==> src/rtl/asram_pkg.sv <==
package asram_pkg;

  typedef enum logic [2:0] {
    ST_IDLE  = 3'd0,
    ST_READ  = 3'd1,
    ST_TURN  = 3'd2,
    ST_WRITE = 3'd3,
    ST_WREC  = 3'd4
  } seq_state_e;

  // Round a nanosecond window up to whole clock cycles.
  function automatic int ns_to_cyc(input int ns, input int clk_ns);
    return (ns + clk_ns - 1) / clk_ns;
  endfunction

  function automatic int imax(input int a, input int b);
    return (a > b) ? a : b;
  endfunction

endpackage

==> src/rtl/asram_seq.sv <==
module asram_seq
  import asram_pkg::*;
#(
  parameter int RD_CYC   = 9,
  parameter int WP_CYC   = 8,
  parameter int REC_CYC  = 1,
  parameter int TURN_CYC = 5,
  parameter int CNT_W    = 4
) (
  input  logic clk,
  input  logic rst,
  input  logic req,
  input  logic req_write,
  output logic ready,
  output logic start_rd,
  output logic start_wr,
  output logic rd_last,
  output logic wr_last,
  output logic rec_last
);

  localparam logic [CNT_W-1:0] LD_RD   = CNT_W'(RD_CYC - 1);
  localparam logic [CNT_W-1:0] LD_WP   = CNT_W'(WP_CYC - 1);
  localparam logic [CNT_W-1:0] LD_REC  = CNT_W'(REC_CYC - 1);
  localparam logic [CNT_W-1:0] LD_TURN = CNT_W'(TURN_CYC - 1);

  seq_state_e       state_q, state_d;
  logic [CNT_W-1:0] cnt_q, cnt_d;
  logic             ready_q;
  logic             cnt_zero;

  always_comb begin
    cnt_zero = (cnt_q == '0);
    start_rd = req && !req_write && (state_q == ST_IDLE);
    start_wr = req &&  req_write && (state_q == ST_IDLE);
    rd_last  = (state_q == ST_READ)  && cnt_zero;
    wr_last  = (state_q == ST_WRITE) && cnt_zero;
    rec_last = (state_q == ST_WREC)  && cnt_zero;
  end

  always_comb begin
    state_d = state_q;
    cnt_d   = cnt_q;
    case (state_q)
      ST_IDLE: begin
        if (start_rd) begin
          state_d = ST_READ;
          cnt_d   = LD_RD;
        end else if (start_wr) begin
          state_d = ST_WRITE;
          cnt_d   = LD_WP;
        end
      end
      ST_READ: begin
        if (cnt_zero) begin
          state_d = ST_TURN;
          cnt_d   = LD_TURN;
        end else begin
          cnt_d = cnt_q - 1'b1;
        end
      end
      ST_TURN: begin
        if (cnt_zero) state_d = ST_IDLE;
        else          cnt_d   = cnt_q - 1'b1;
      end
      ST_WRITE: begin
        if (cnt_zero) begin
          state_d = ST_WREC;
          cnt_d   = LD_REC;
        end else begin
          cnt_d = cnt_q - 1'b1;
        end
      end
      ST_WREC: begin
        if (cnt_zero) state_d = ST_IDLE;
        else          cnt_d   = cnt_q - 1'b1;
      end
      default: begin
        state_d = ST_IDLE;
        cnt_d   = '0;
      end
    endcase
  end

  always_ff @(posedge clk) begin
    if (rst) begin
      state_q <= ST_IDLE;
      cnt_q   <= '0;
      ready_q <= 1'b1;
    end else begin
      state_q <= state_d;
      cnt_q   <= cnt_d;
      ready_q <= (state_d == ST_IDLE);
    end
  end

  assign ready = ready_q;

  AST_NO_ACCEPT_BUSY: assert property (@(posedge clk) disable iff (rst)
    !ready_q |-> !(start_rd || start_wr));

  AST_READ_TO_TURN: assert property (@(posedge clk) disable iff (rst)
    rd_last |=> (state_q == ST_TURN) && !ready_q);

  AST_WRITE_TO_REC: assert property (@(posedge clk) disable iff (rst)
    wr_last |=> (state_q == ST_WREC));

endmodule

==> src/rtl/asram_pins.sv <==
module asram_pins #(
  parameter int ADDR_W = 17,
  parameter int DATA_W = 8
) (
  input  logic              clk,
  input  logic              rst,
  input  logic              start_rd,
  input  logic              start_wr,
  input  logic              rd_last,
  input  logic              wr_last,
  input  logic [ADDR_W-1:0] req_addr,
  input  logic [DATA_W-1:0] req_wdata,
  output logic [ADDR_W-1:0] mem_addr,
  output logic              mem_en_n,
  output logic              mem_en,
  output logic              mem_oe_n,
  output logic              mem_we_n,
  output logic [DATA_W-1:0] mem_dq_o,
  output logic              mem_dq_oe
);

  logic [ADDR_W-1:0] addr_q;
  logic [DATA_W-1:0] dq_q;
  logic              en_n_q, en_q, oe_n_q, we_n_q, dq_oe_q;

  always_ff @(posedge clk) begin
    if (rst) begin
      addr_q  <= '0;
      dq_q    <= '0;
      en_n_q  <= 1'b1;
      en_q    <= 1'b0;
      oe_n_q  <= 1'b1;
      we_n_q  <= 1'b1;
      dq_oe_q <= 1'b0;
    end else if (start_rd) begin
      addr_q <= req_addr;
      en_n_q <= 1'b0;
      en_q   <= 1'b1;
      oe_n_q <= 1'b0;
    end else if (start_wr) begin
      addr_q  <= req_addr;
      dq_q    <= req_wdata;
      en_n_q  <= 1'b0;
      en_q    <= 1'b1;
      we_n_q  <= 1'b0;
      dq_oe_q <= 1'b1;
    end else if (rd_last) begin
      en_n_q <= 1'b1;
      en_q   <= 1'b0;
      oe_n_q <= 1'b1;
    end else if (wr_last) begin
      en_n_q  <= 1'b1;
      en_q    <= 1'b0;
      we_n_q  <= 1'b1;
      dq_oe_q <= 1'b0;
    end
  end

  assign mem_addr  = addr_q;
  assign mem_dq_o  = dq_q;
  assign mem_en_n  = en_n_q;
  assign mem_en    = en_q;
  assign mem_oe_n  = oe_n_q;
  assign mem_we_n  = we_n_q;
  assign mem_dq_oe = dq_oe_q;

  AST_DRIVE_WE_LOW: assert property (@(posedge clk) disable iff (rst)
    mem_dq_oe |-> !mem_we_n);

  AST_OE_WE_EXCL: assert property (@(posedge clk) disable iff (rst)
    !(!mem_oe_n && !mem_we_n));

  AST_EN_PAIRED: assert property (@(posedge clk) disable iff (rst)
    mem_en_n != mem_en);

  AST_RD_ADDR_HELD: assert property (@(posedge clk) disable iff (rst)
    (!mem_oe_n && $past(!mem_oe_n)) |-> $stable(mem_addr));

  AST_WR_DATA_HELD: assert property (@(posedge clk) disable iff (rst)
    (!mem_we_n && $past(!mem_we_n)) |-> ($stable(mem_dq_o) && $stable(mem_addr)));

endmodule

==> src/rtl/asram_capture.sv <==
module asram_capture #(
  parameter int DATA_W = 8
) (
  input  logic              clk,
  input  logic              rst,
  input  logic              rd_last,
  input  logic              rec_last,
  input  logic [DATA_W-1:0] mem_dq_i,
  output logic [DATA_W-1:0] rd_data,
  output logic              done
);

  logic [DATA_W-1:0] data_q;
  logic              done_q;

  always_ff @(posedge clk) begin
    if (rst) begin
      data_q <= '0;
      done_q <= 1'b0;
    end else begin
      if (rd_last) data_q <= mem_dq_i;
      done_q <= rd_last || rec_last;
    end
  end

  assign rd_data = data_q;
  assign done    = done_q;

  AST_DONE_PULSE: assert property (@(posedge clk) disable iff (rst)
    done |=> !done);

  AST_DATA_HOLD: assert property (@(posedge clk) disable iff (rst)
    !$past(rd_last) |-> $stable(rd_data));

endmodule

==> src/rtl/asram_ctrl.sv <==
module asram_ctrl
  import asram_pkg::*;
#(
  parameter int ADDR_W    = 17,
  parameter int DATA_W    = 8,
  parameter int CLK_NS    = 8,
  parameter int T_RC_NS   = 70,
  parameter int T_AA_NS   = 70,
  parameter int T_OA_NS   = 50,
  parameter int T_WC_NS   = 70,
  parameter int T_WP_NS   = 50,
  parameter int T_CW_NS   = 60,
  parameter int T_DS_NS   = 40,
  parameter int T_REL_NS  = 35
) (
  input  logic              clk,
  input  logic              rst,
  input  logic              req,
  input  logic              req_write,
  input  logic [ADDR_W-1:0] req_addr,
  input  logic [DATA_W-1:0] req_wdata,
  output logic              ready,
  output logic              done,
  output logic [DATA_W-1:0] rd_data,
  output logic [ADDR_W-1:0] mem_addr,
  output logic              mem_en_n,
  output logic              mem_en,
  output logic              mem_oe_n,
  output logic              mem_we_n,
  output logic [DATA_W-1:0] mem_dq_o,
  output logic              mem_dq_oe,
  input  logic [DATA_W-1:0] mem_dq_i
);

  localparam int RD_CYC = imax(1, imax(ns_to_cyc(T_RC_NS, CLK_NS),
                          imax(ns_to_cyc(T_AA_NS, CLK_NS), ns_to_cyc(T_OA_NS, CLK_NS))));
  localparam int WP_CYC = imax(1, imax(ns_to_cyc(T_WP_NS, CLK_NS),
                          imax(ns_to_cyc(T_CW_NS, CLK_NS), ns_to_cyc(T_DS_NS, CLK_NS))));
  localparam int WC_CYC   = imax(ns_to_cyc(T_WC_NS, CLK_NS), WP_CYC + 1);
  localparam int REC_CYC  = WC_CYC - WP_CYC;
  localparam int TURN_CYC = imax(1, ns_to_cyc(T_REL_NS, CLK_NS));
  localparam int MAX_CYC  = imax(imax(RD_CYC, WP_CYC), imax(REC_CYC, TURN_CYC));
  localparam int CNT_W    = $clog2(MAX_CYC + 1);

  logic start_rd, start_wr, rd_last, wr_last, rec_last;

  asram_seq #(
    .RD_CYC  (RD_CYC),
    .WP_CYC  (WP_CYC),
    .REC_CYC (REC_CYC),
    .TURN_CYC(TURN_CYC),
    .CNT_W   (CNT_W)
  ) u_seq (
    .clk      (clk),
    .rst      (rst),
    .req      (req),
    .req_write(req_write),
    .ready    (ready),
    .start_rd (start_rd),
    .start_wr (start_wr),
    .rd_last  (rd_last),
    .wr_last  (wr_last),
    .rec_last (rec_last)
  );

  asram_pins #(
    .ADDR_W(ADDR_W),
    .DATA_W(DATA_W)
  ) u_pins (
    .clk      (clk),
    .rst      (rst),
    .start_rd (start_rd),
    .start_wr (start_wr),
    .rd_last  (rd_last),
    .wr_last  (wr_last),
    .req_addr (req_addr),
    .req_wdata(req_wdata),
    .mem_addr (mem_addr),
    .mem_en_n (mem_en_n),
    .mem_en   (mem_en),
    .mem_oe_n (mem_oe_n),
    .mem_we_n (mem_we_n),
    .mem_dq_o (mem_dq_o),
    .mem_dq_oe(mem_dq_oe)
  );

  asram_capture #(
    .DATA_W(DATA_W)
  ) u_cap (
    .clk     (clk),
    .rst     (rst),
    .rd_last (rd_last),
    .rec_last(rec_last),
    .mem_dq_i(mem_dq_i),
    .rd_data (rd_data),
    .done    (done)
  );

  AST_READY_QUIET: assert property (@(posedge clk) disable iff (rst)
    ready |-> (mem_en_n && !mem_en && mem_oe_n && mem_we_n && !mem_dq_oe));

endmodule

==> config.mk <==
export PLATFORM = sky130hd
export DESIGN_NAME = asram_ctrl
export DESIGN_NICKNAME = d
export VERILOG_FILES = /design/src/rtl/asram_pkg.sv /design/src/rtl/asram_seq.sv /design/src/rtl/asram_pins.sv /design/src/rtl/asram_capture.sv /design/src/rtl/asram_ctrl.sv
export SDC_FILE = /design/constraint.sdc
export NUM_CORES = 1
export LEC_CHECK = 0
export BUFFER_PORTS_ARGS = -buffer_cell sky130_fd_sc_hd__buf_2
export CORE_MARGIN = 5
export CORE_UTILIZATION = 50
export CTS_CLUSTER_SIZE = 10
export DETAILED_ROUTE_END_ITERATION = 10
export PLACE_DENSITY = 0.78
export SYNTH_ARGS = -nofsm -noshare
export SYNTH_HDL_FRONTEND = slang
export SYNTH_SLANG_ARGS = --single-unit
==> constraint.sdc <==
create_clock -name clk -period 4.8 [get_ports clk]
set_clock_uncertainty 0.2 [all_clocks]
set_input_delay 0.48 -clock clk [delete_from_list [all_inputs] [get_ports clk]]
set_output_delay 0.48 -clock clk [all_outputs]
set_load 0.05 [all_outputs]
==> results.md, run 1 <==
Run status:
- The run finished with clean final reports.

Layout:
- The ratio of cells with drive above 1 in the final layout is 30.3%.
- The flip-flop and latch area is 941 um^2.
- After filler insertion, the fill cell instance count of the layout stands at 347.
- The number of antenna diodes is 0.
- Leaving out fill and tap cells, the most frequent cells in the layout are buf_2, nand2_1, dfxtp_1.
- The final standard cell utilization of the core is 64.9%.
- The area growth from synthesis to layout is 24.2%.
- The final instance count without filler cells is 345.
- The most common cell after layout, fill and taps aside is buf_2.
- In the final design database the tool counted 335 nets.
- Summing all non-filler instances in the final layout gives an area of 2410 um^2.
- The area occupied by multi-input gates is 918 um^2.

Global routing:
- The number of global-route vias before repair is 1,624.
- The number of antenna violations at the first check in global routing is 0.
- The global-route wire length before repair is 7060 um.
- The total congestion overflow after global routing is 0.
- Entering global routing, the biggest net connects 48 pins.
- The global router's overall resource usage is 16.8%.

Detailed routing:
- The detail route stage leaves a number of antenna-violating nets equal to 0.
- Dividing the detail-routed via count by the number of cells gives 5.09.
- The top routing layer in use is met4.
- After detailed routing, the total wire length is 4360 um.
- The sum of routed wire segments on met1 is 1880 um.
- The total via count after detailed routing is 1,756.
- The mean routed wirelength per cell is 12.6 um.
- The routed design uses 462 um of met3 wire.
- The DRC violation total after the first TritonRoute iteration is 67.
- The post-detailed-route DRC marker count is 0.
- In the detailed route, the total length drawn on met2 is 1970 um.
- The iteration count of the initial detailed-routing pass is 4.

Timing:
- The number of failing hold endpoints at the final stage is 0.
- Setup repair after global routing left no endpoint under its margin.
- The total of endpoints with negative setup slack in the final report is 0.
- The final period utilization is 51.6%.
- The final number of max-transition violations is 0.
- Static timing analysis puts the maximum clock frequency at 0.404 GHz.
- The final critical delay including setup and external delays is 2.48 ns.
- At the pin with the least slew margin, the transition time is 0.851 ns.
- The relative slew slack is 43.1%.
- Adding up every negative setup slack in the final design gives 0 ns.

Power:
- The share of power burned in registers is 38.5%.
- The power dissipated by switching net loads is 577 uW.
- The largest vdd supply drop is 0.255 mV.
- The sum of internal, switching and leakage power is 1.37 mW.
- Net switching is 42.1% of the power.
- The cell leakage power is 1.12 nW.
- Cell internal power was estimated by the tool at 793 uW.
- The part of the total power dissipated in the clock network is 20.1%.
- The power per standard cell area is 567 nW/um^2.
- The relative contribution of combinational cells to total power is 41.4%.

Die:
- During I/O placement, the number of pins put on the boundary was 77.
- The floorplan has 22 rows.
- The placeable core region is 3720 um^2.
- The area enclosed by the die boundary is 5230 um^2.
- The die is 72.3 um wide.
- Once the floorplan was initialized, standard cells occupied 52.3% of the core.
- The height of the die is 72.3 um.

Yosys:
- Yosys mapped the design onto 38 distinct sky130hd cell types.
- Synthesis produced 230 cells.
- Synthesis produced a netlist with a net count of 268.
- The flip-flop and latch count after synthesis is 47.
- The part of the Yosys area used for sequential elements is 48.4%.
- The Yosys step of the flow raised 0 warnings.
- The netlist area before placement is 1940 um^2.
- The synthesized area per cell is 8.45 um^2.

Worst setup path:
- The biggest fanout along the worst timing path is 19.
- The kind of end point of the critical path is a flip-flop.
- The critical path in this run is classified as reg -> reg.
- At the worst endpoint, the required time is 4.78 ns.
- The sort of element at the start of the critical path is a flip-flop.
- At the worst endpoint, the arrival time is 2.46 ns.

Clock tree:
- The clock tree from TritonCTS is built.
- For the worst-skew pair, the clock arrives at the later sink with an insertion delay of 0.29 ns.
- Clock tree synthesis selected as its root buffer the cell clkbuf_8.
- In this run the post-CTS setup repair buffer count came out at 0.
- The number of clock buffers added by TritonCTS is 5.
- The number of instances resized during post-cts repair is 0.
- The clock tree synthesis step divided the H-tree into 2 levels.
- The number of buffers inserted for hold repair after clock tree synthesis is 0.
- The clock slew at the register clock pins of the worst setup and hold paths is 0.08 ns.
- The clock passes through at most 2 buffers.
- Clock tree synthesis found a total of 47 sinks.

Place:
- Buffers placed on the I/O ports in this run total 76.
- The detailed placer's ending HPWL is 3100 um.
- At the end of routability-driven placement, the weighted congestion stood at 0.870.
- The placement-stage cell area is 2310 um^2.
- In this run, placement finished with an instance count of 338.

Hold path:
- The type of the tightest min-delay check is in -> reg.

Run:
- The tool flagged a number of max-cap violations equal to 0.
==> per-layer routing <==
layer  global-route usage [%]  up-vias
li1                         -      910
met1                     20.3      766
met2                     28.2       75
met3                     5.82        5
met4                     4.38        0
met5                        0        -
==> critical path, cell delays in order (launching register included) <==
cell	delay, ns
dfxtp_1	0.51
nor4b_4	0.86
nand2_1	0.38
a221o_1	0.42
==> power by group through the flow <==
| stage | combinational (mW) | sequential (mW) | clock [mW] |
|---|---|---|---|
| after floorplan | 0.314 | 0.677 | 0 |
| after global placement | 0.564 | 0.534 | 0 |
| after detailed placement | 0.567 | 0.536 | 0 |
| after CTS | 0.571 | 0.527 | 0.283 |
| after global routing | 0.616 | 0.540 | 0.299 |
| final | 0.567 | 0.528 | 0.275 |
==> logic make-up (layout without fill, tap and decap cells) <==
group	count (synthesis)	count (layout)	synth area share, %
AND/OR/NAND/NOR	96	96	24.6
multiplexers	8	8	4.12
AO/OA/AOI/OAI	55	55	16.1
flip-flops	47	47	48.4
XOR/XNOR	4	4	1.80
buffers and inverters	19	86	4.31
adder cells (fa/ha/maj)	1	1	0.644
==> cell usage after synthesis (all sizes together) <==
cell / instances / area share [%]
nor3: 4 / 1.0
nand2: 52 / 10
or4b: 3 / 1.7
nor4b: 1 / 1.2
a211oi: 1 / 0.39
or3b: 2 / 0.90
nand4bb: 1 / 0.58
o21bai: 2 / 0.97
nand2b: 7 / 2.3
xnor2: 3 / 1.4
o31ai: 2 / 0.77
nor2: 19 / 4.1
a21oi: 33 / 8.5
o21ai: 9 / 2.3
buf: 6 / 1.8
a2111oi: 1 / 0.45
nor3b: 2 / 0.77
o22ai: 1 / 0.32
a221o: 1 / 0.52
nor4: 1 / 0.32
inv: 3 / 0.58
nor2b: 1 / 0.71
o32ai: 2 / 0.90
or3: 2 / 0.64
or2: 1 / 0.32
a31oi: 3 / 0.97
clkbuf: 10 / 1.9
dfxtp: 47 / 48
xor2: 1 / 0.45
mux2i: 8 / 4.1
ha: 1 / 0.64
==> area by class of cell <==
cell class	instances	share of cell area (%)
Timing Repair Buffer	76	15.8
Sequential cell	47	39.0
Tap cell	48	2.49
Multi-Input combinational cell	164	38.1
Clock buffer	6	3.01
Clock inverter	1	1.24
Inverter	3	0.467
==> per-stage QoR <==
stage	hold WS, ns	setup WS, ns
2_1_floorplan	0.325	2.74
6_report	0.213	2.32
5_1_grt	0.206	2.12
3_5_place_dp	0.243	2.30
3_3_place_gp	0.241	2.32
4_1_cts	0.209	2.29
==> final timing paths <==
kind / cells after the start / start / end / slack, ns
setup / recovery: 3 / u_seq.state_q[1] / u_pins.mem_we_n / 2.32
hold / removal: 3 / req_addr[5] / u_pins.mem_addr[5] / 0.21
setup reg to reg: 3 / u_seq.state_q[1] / u_pins.mem_we_n / 2.32
hold reg to reg: 2 / u_pins.mem_addr[7] / u_pins.mem_addr[7] / 0.25
==> flip-flops by register name, summed over array words and instances (netlist names), 3 cells and up <==
name	count
u_pins.mem_dq_o	8
u_cap.rd_data	8
u_seq.cnt_q	4
u_seq.state_q	3
u_pins.mem_addr	17
(Power assumes the default switching activity.)
==> inputs of run 2 (changes only) <==
CORE_UTILIZATION = 48   (was 50)
PLACE_DENSITY = 0.75   (was 0.78)
clock period = 2.5 ns   (was 4.8 ns; I/O delays follow)
==> run 2 against run 1 <==
  * Clock-buffer cell count unchanged
  * Non-clock buffer count up 38
  * Sequential share of layout area down 5.5 points
  * Critical endpoint is now u_cap.rd_data[5]
==> results.md, run 2 (synthesis results as in run 1) <==
Die:
- The row count came to 23 (+4.5%).
- The starting utilization of the core area came to 48.9% (-3.4 points).
- The floorplan die width is 73.6 um (+1.8%).
- The count of boundary I/O pins is 77 (unchanged).
- The placeable core region is 3970 um^2 (+6.9%).
- The area enclosed by the die boundary is 5420 um^2 (+3.6%).
- The height of the die was 73.6 um (+1.8%).

Clock tree:
- The number of buffers on the longest clock path came to 2 (unchanged).
- The post-CTS repair timing setup buffer count is 0 (unchanged).
- The number of clock buffers inserted by TritonCTS came to 5 (unchanged).
- The maximum level of the CTS H-tree is 2 (unchanged).
- The TritonCTS sink count is 47 (unchanged).
- The CTS root buffer is clkbuf_8.
- The clock slew at the register clock pins of the worst setup and hold paths is 0.09 ns (about the same).
- The insertion delay to the later sink of the worst-skew pair was 0.30 ns (about the same).
- The clock tree from TritonCTS is built.

Detailed routing:
- The vias per cell is 5.06 (-0.59%).
- The top routing layer in use is met4.
- The wire length reported by the detailed router is 5260 um (+21%).
- The iteration count of the initial detailed-routing pass came to 4 (unchanged).
- The number of antenna-violating nets in the routed design came to 0 (unchanged).
- The met3 wire length is 484 um (+4.8%).
- The DRC violation total after the first TritonRoute iteration was 127 (+90%).
- The total via count after detailed routing is 1,953 (+11%).
- The mean routed wirelength per cell is 13.6 um (+7.9%).
- The post-detailed-route DRC marker count came to 0 (unchanged).
- The sum of routed wire segments on met1 is 2230 um (+18%).
- The met2 wirelength from detailed routing came to 2490 um (+27%).

Global routing:
- The total congestion overflow after global routing is 0 (unchanged).
- The global router's overall resource usage is 20.0% (+3.3 points).
- The maximum number of pins on one net before global-route repair was 48 (unchanged).
- The number of antenna violations at the first check in global routing came to 0 (unchanged).
- The global-route wire length before repair was 8500 um (+20%).
- The number of global-route vias before repair was 1,911 (+18%).

Power:
- The sum of internal, switching and leakage power was 2.86 mW (+110%).
- The largest vdd supply drop came to 0.473 mV (+85%).
- The power per standard cell area is 1020 nW/um^2 (+79%).
- The cell leakage power is 1.30 nW (+16%).

Worst setup path:
- Among all stages on the critical path, the largest delay is contributed by or3_1.
- The signal on the critical path passes through inv_1 -> ha_1 -> or3b_1 -> or3_1 -> mux2i_1 -> nor2_1.
- The data required time of the worst path is 2.47 ns (-2.31 ns).
- The biggest fanout along the worst timing path is 9 (-10).
- The sort of element at the start of the critical path is a flip-flop.
- The data arrival time of the critical path came to 2.33 ns (-0.13 ns).
- The worst setup path is of the reg -> reg kind.
- The kind of end point of the critical path is a flip-flop.
- The largest stage delay on the critical path is 0.59 ns (-0.27 ns).

Place:
- The final estimated routing congestion in global placement was 0.865 (-0.56%).
- The setup slack at placement came to 0.140 ns (-2.16 ns).
- The detailed placer's ending HPWL came to 3200 um (+3.2%).
- The count of port buffers added during placement came to 76 (unchanged).

Timing:
- The accumulated negative setup slack is 0 ns (unchanged).
- The final number of max-transition violations came to 0 (unchanged).
- The transition time at the pin with the least slew margin is 0.816 ns (-0.0347 ns).
- The relative slew slack is 45.6% (+2.6 points).
- The final critical delay including setup and external delays is 2.36 ns (-0.117 ns).
- The maximum clock frequency is 0.424 GHz (+5.0%).
- Setup repair after global routing left no endpoint under its margin.
- The setup slack after layout is 0.140 ns (-2.18 ns).
- The total of endpoints with negative setup slack in the final report is 0 (unchanged).
- The final period utilization is 94.4% (+43 points).
- The number of failing hold endpoints at the final stage is 0 (unchanged).

Layout:
- In the layout the commonest cells are buf_2, nand2_1, dfxtp_1.
- The number of flip-flops in the largest register came to 17 (unchanged).
- The number of antenna diodes came to 0 (unchanged).
- The post-synthesis to final-layout area growth is 44.7%.
- The count of filler cells inserted in the layout is 307 (-12%).
- The library cell used most frequently in the layout, excluding fill and tap cells, is buf_2.
- The number of nets in the finished design is 373 (+11%).
- The ratio of cells with drive above 1 in the final layout is 28.9% (-1.4 points).

Run:
- The count of maximum capacitance violations is 0 (unchanged).

Run status:
- The flow ran to the end, and the final reports show no timing, DRC or antenna violations.

Hold path:
- The type of the tightest min-delay check is in -> reg.
[run 2: through the flow]
| stage | cell area [um^2] | cells | hold slack (ns) | utilization, % |
|---|---|---|---|---|
| 6_report | 2810 | 386 | 0.0123 | 70.8 |
| 3_3_place_gp | 2360 | 346 | 0.239 | 59.4 |
| 2_1_floorplan | 1940 | 230 | 0.186 | - |
| 4_1_cts | 2810 | 386 | 0.00927 | 70.8 |
| 5_1_grt | 2810 | 386 | 0.0195 | 70.8 |
| 3_5_place_dp | 2360 | 346 | 0.243 | 59.4 |
[run 2: cell type report]
cell class | count | area [um^2] | share of cell area (%)
Sequential cell | 47 | 941 | 33.5
Clock inverter | 2 | 60.1 | 2.14
Tap cell | 50 | 62.6 | 2.23
Clock buffer | 6 | 72.6 | 2.58
Multi-Input combinational cell | 164 | 918 | 32.7
Timing Repair Buffer | 114 | 746 | 26.5
Inverter | 3 | 11.3 | 0.401
[run 2: repair_timing]
item / 4_1_cts / 5_1_grt
hold buffers: 32 / 0
hold endpoints to repair: 32 / 0
gates resized for setup: 0 / 0
[run 2: power by group]
group | total, mW | switching [mW] | internal, mW
clock network | 0.650 | 0.250 | 0.400
logic | 1.22 | 0.796 | 0.423
registers | 0.989 | 0.106 | 0.883
[run 2: layer usage]
| metal | vias up | global-route usage, % |
|---|---|---|
| met5 | - | 0 |
| met1 | 879 | 23.5 |
| li1 | 989 | - |
| met3 | 7 | 8.21 |
| met2 | 78 | 33.5 |
| met4 | 0 | 5.43 |
[run 2: critical path: cells and delay by family (launching register included)]
kind | cells | cell delay [ns]
muxes | 1 | 0.24
buffers and inverters | 1 | 0.09
DFF | 1 | 0.34
adders and majority gates | 1 | 0.22
and+or+nand+nor | 3 | 1.12
[run 2: path summary, 6_finish.rpt]
path	startpoint	end	slack [ns]	cells after the start
worst min register to register	u_pins.mem_dq_o[6]	u_pins.mem_dq_o[6]	0.26	2
worst max-delay path	u_seq.cnt_q[0]	u_cap.rd_data[5]	0.14	6
worst min-delay path	req_addr[0]	u_pins.mem_addr[0]	0.01	3
worst max register to register	u_seq.cnt_q[0]	u_cap.rd_data[5]	0.14	6
==> inputs of run 3 (changes only) <==
MAX_ROUTING_LAYER = met4   (was not set)
==> run 3 against run 2 <==
  * Clock-buffer cell count down 1
  * First-iteration DRC count rose by 16%
  * Die area stayed put
  * Global-route usage rose by 0.49 points
  * Worst hold slack improved by 0.014 ns
  * Routed wire length fell by 0.19%
  * Fmax grew 5.1%
  * Cell area fell by 0.76%
  * Critical path depth unchanged
  * Sequential power hardly changed
==> results.md, run 3 (synthesis results as in run 1) <==
Place:
- The final estimated routing congestion in global placement is 0.909 (+5.1%).
- The count of port buffers added during placement is 76 (unchanged).
- The number of placed cells counting well taps is 346 (unchanged).
- The detailed placer's ending HPWL is 3270 um (+2.2%).

Clock tree:
- The CTS root buffer is clkbuf_8.
- The TritonCTS sink count came to 47 (unchanged).
- TritonCTS built the clock tree.
- The maximum level of the CTS H-tree was 2 (unchanged).
- The insertion delay to the later sink of the worst-skew pair is 0.29 ns (about the same).
- The number of buffers on the longest clock path is 2 (unchanged).
- The number of clock buffers inserted by TritonCTS is 5 (unchanged).
- The post-CTS repair timing setup buffer count was 0 (unchanged).
- The clock slew at the register clock pins of the worst setup and hold paths is 0.09 ns (about the same).

Global routing:
- The number of antenna violations at the first check in global routing is 0 (unchanged).
- The most used routing layer is met2.
- The total congestion overflow after global routing is 0 (unchanged).
- The met1 track demand over resource in global routing is 23.0% (-0.58 points).
- The global router's overall resource usage is 20.5% (+0.49 points).
- The number of global-route vias before repair is 1,951 (+2.1%).
- The global-route wire length before repair is 8490 um (-0.15%).
- The fraction of met2 tracks used by global routing came to 34.4% (+0.98 points).
- The met3 track demand over resource in global routing came to 5.75% (-2.5 points).
- The maximum number of pins on one net before global-route repair is 48 (unchanged).

Worst setup path:
- The worst setup path is of the reg -> reg kind.
- The sort of element at the start of the critical path is a flip-flop.
- The depth of the worst register-to-register path is 6 (unchanged).
- The biggest fanout along the worst timing path is 9 (unchanged).
- The data arrival time of the critical path is 2.20 ns (-0.13 ns).
- The kind of end point of the critical path is a flip-flop.
- The largest stage delay on the critical path is 0.50 ns (-0.09 ns).
- The critical-path cell with the highest stage delay is or3_4.
- The data required time of the worst path is 2.46 ns (about the same).
- Traced cell by cell, the critical path runs through inv_1 -> ha_1 -> or3b_1 -> or3_4 -> mux2i_1 -> nor2_1.
- Tracing the worst setup path back leads to its startpoint at u_seq.cnt_q[0].
- In this run the critical register-to-register path is launched from u_seq.cnt_q[0].

Timing:
- The worst hold slack after final layout was 0.0264 ns (+0.0142 ns).
- The relative slew slack is 44.4% (-1.3 points).
- The total of endpoints with negative setup slack in the final report is 0 (unchanged).
- The final critical delay including setup and external delays is 2.25 ns (-0.115 ns).
- The maximum clock frequency is 0.445 GHz (+5.1%).
- Setup repair after global routing left no endpoint under its margin.
- The final number of max-transition violations is 0 (unchanged).
- The transition time at the pin with the least slew margin is 0.835 ns (+0.0189 ns).
- The accumulated negative setup slack is 0 ns (unchanged).
- The number of failing hold endpoints at the final stage is 0 (unchanged).
- The final period utilization is 89.8% (-4.6 points).

Detailed routing:
- The wire length reported by the detailed router is 5250 um (-0.19%).
- The post-detailed-route DRC marker count was 0 (unchanged).
- The vias per cell came to 5.09 (+0.52%).
- The number of antenna-violating nets in the routed design is 0 (unchanged).
- The DRC violation total after the first TritonRoute iteration was 147 (+16%).
- The mean routed wirelength per cell is 13.6 um (about the same).
- The iteration count of the initial detailed-routing pass is 4 (unchanged).
- The total via count after detailed routing is 1,958 (+0.26%).

Hold path:
- The worst hold path belongs to the class in -> reg.
- The startpoint of the worst hold path is req_wdata[7].
- The worst hold path depth is 3 (unchanged).

Run:
- The count of maximum capacitance violations is 0 (unchanged).

Layout:
- The number of nets in the finished design was 373 (unchanged).
- The library cell used most frequently in the layout, excluding fill and tap cells, is buf_2.
- The final instance count without filler cells was 385 (-0.26%).
- The number of flip-flops in the largest register came to 17 (unchanged).
- The number of antenna diodes came to 0 (unchanged).
- Leaving out fill and tap cells, the most frequent cells in the layout are buf_2, nand2_1, dfxtp_1.
- The post-synthesis to final-layout area growth is 43.6%.
- The count of filler cells inserted in the layout is 307 (unchanged).
- The ratio of cells with drive above 1 in the final layout was 29.3% (+0.38 points).

Run status:
- The flow ran to the end, and the final reports show no timing, DRC or antenna violations.

Die:
- The count of boundary I/O pins was 77 (unchanged).
- The area enclosed by the die boundary came to 5420 um^2 (unchanged).
- The height of the die was 73.6 um (unchanged).
- The placeable core region is 3970 um^2 (unchanged).
- The row count is 23 (unchanged).
- The starting utilization of the core area is 48.9% (unchanged).
- The floorplan die width is 73.6 um (unchanged).

Power:
- The cell leakage power is 1.29 nW (-1.0%).
- The largest vdd supply drop was 0.604 mV (+28%).
- The sum of internal, switching and leakage power was 2.75 mW (-3.6%).
- The power per standard cell area is 987 nW/um^2 (-2.9%).
run 3: cell count changes in the layout (fill, tap and decap cells not counted), sizes merged:
| cell | delta |
|---|---|
| clkinvlp | +1 |
| clkbuf | -1 |
| bufinv | -1 |
run 3: final timing paths:
check / end / slack (ns)
worst min register to register: u_pins.mem_addr[12] / 0.25
worst max-delay path: u_cap.rd_data[0] / 0.25
worst max register to register: u_cap.rd_data[0] / 0.25
worst min-delay path: u_pins.mem_dq_o[7] / 0.03
run 3: per-layer routing:
metal | share of wire, % | up-vias
met5 | 0 | -
met4 | 1.5 | 0
met3 | 8.7 | 11
met2 | 48 | 91
met1 | 42 | 869
li1 | - | 987
run 3: power breakdown:
| part | switching (mW) | internal, mW | total (mW) |
|---|---|---|---|
| sequential | 0.103 | 0.883 | 0.986 |
| clock | 0.246 | 0.292 | 0.539 |
| combinational | 0.803 | 0.427 | 1.23 |
| total | 1.15 | 1.60 | 2.75 |
run 3: stage by stage:
stage | setup slack [ns] | utilization, % | area (um^2)
2_1_floorplan | 0.438 | - | 1940
3_3_place_gp | 0.230 | 59.4 | 2360
3_5_place_dp | 0.162 | 59.4 | 2360
4_1_cts | 0.137 | 70.1 | 2790
5_1_grt | 0.148 | 70.3 | 2790
6_report | 0.255 | 70.3 | 2790
run 3: critical path: cells and delay by family, from the launching register on:
kind | cells | cell delay (ns)
simple gates | 3 | 1.04
flops | 1 | 0.35
fa+ha+maj | 1 | 0.23
mux | 1 | 0.20
buf+inv | 1 | 0.08
run 3: repair_timing:
action / 4_1_cts / 5_1_grt
setup endpoints to repair: 0 / 5
hold buffers: 32 / 0
hold endpoints to repair: 32 / 0
resized for setup: 0 / 1
run 3: area by class of cell:
type / count / area [um^2] / area share [%]
Clock buffer: 5 / 68.8 / 2.47
Clock inverter: 2 / 37.5 / 1.35
Inverter: 3 / 11.3 / 0.404
Multi-Input combinational cell: 164 / 923 / 33.1
Sequential cell: 47 / 941 / 33.7
Tap cell: 50 / 62.6 / 2.24
Timing Repair Buffer: 114 / 746 / 26.7
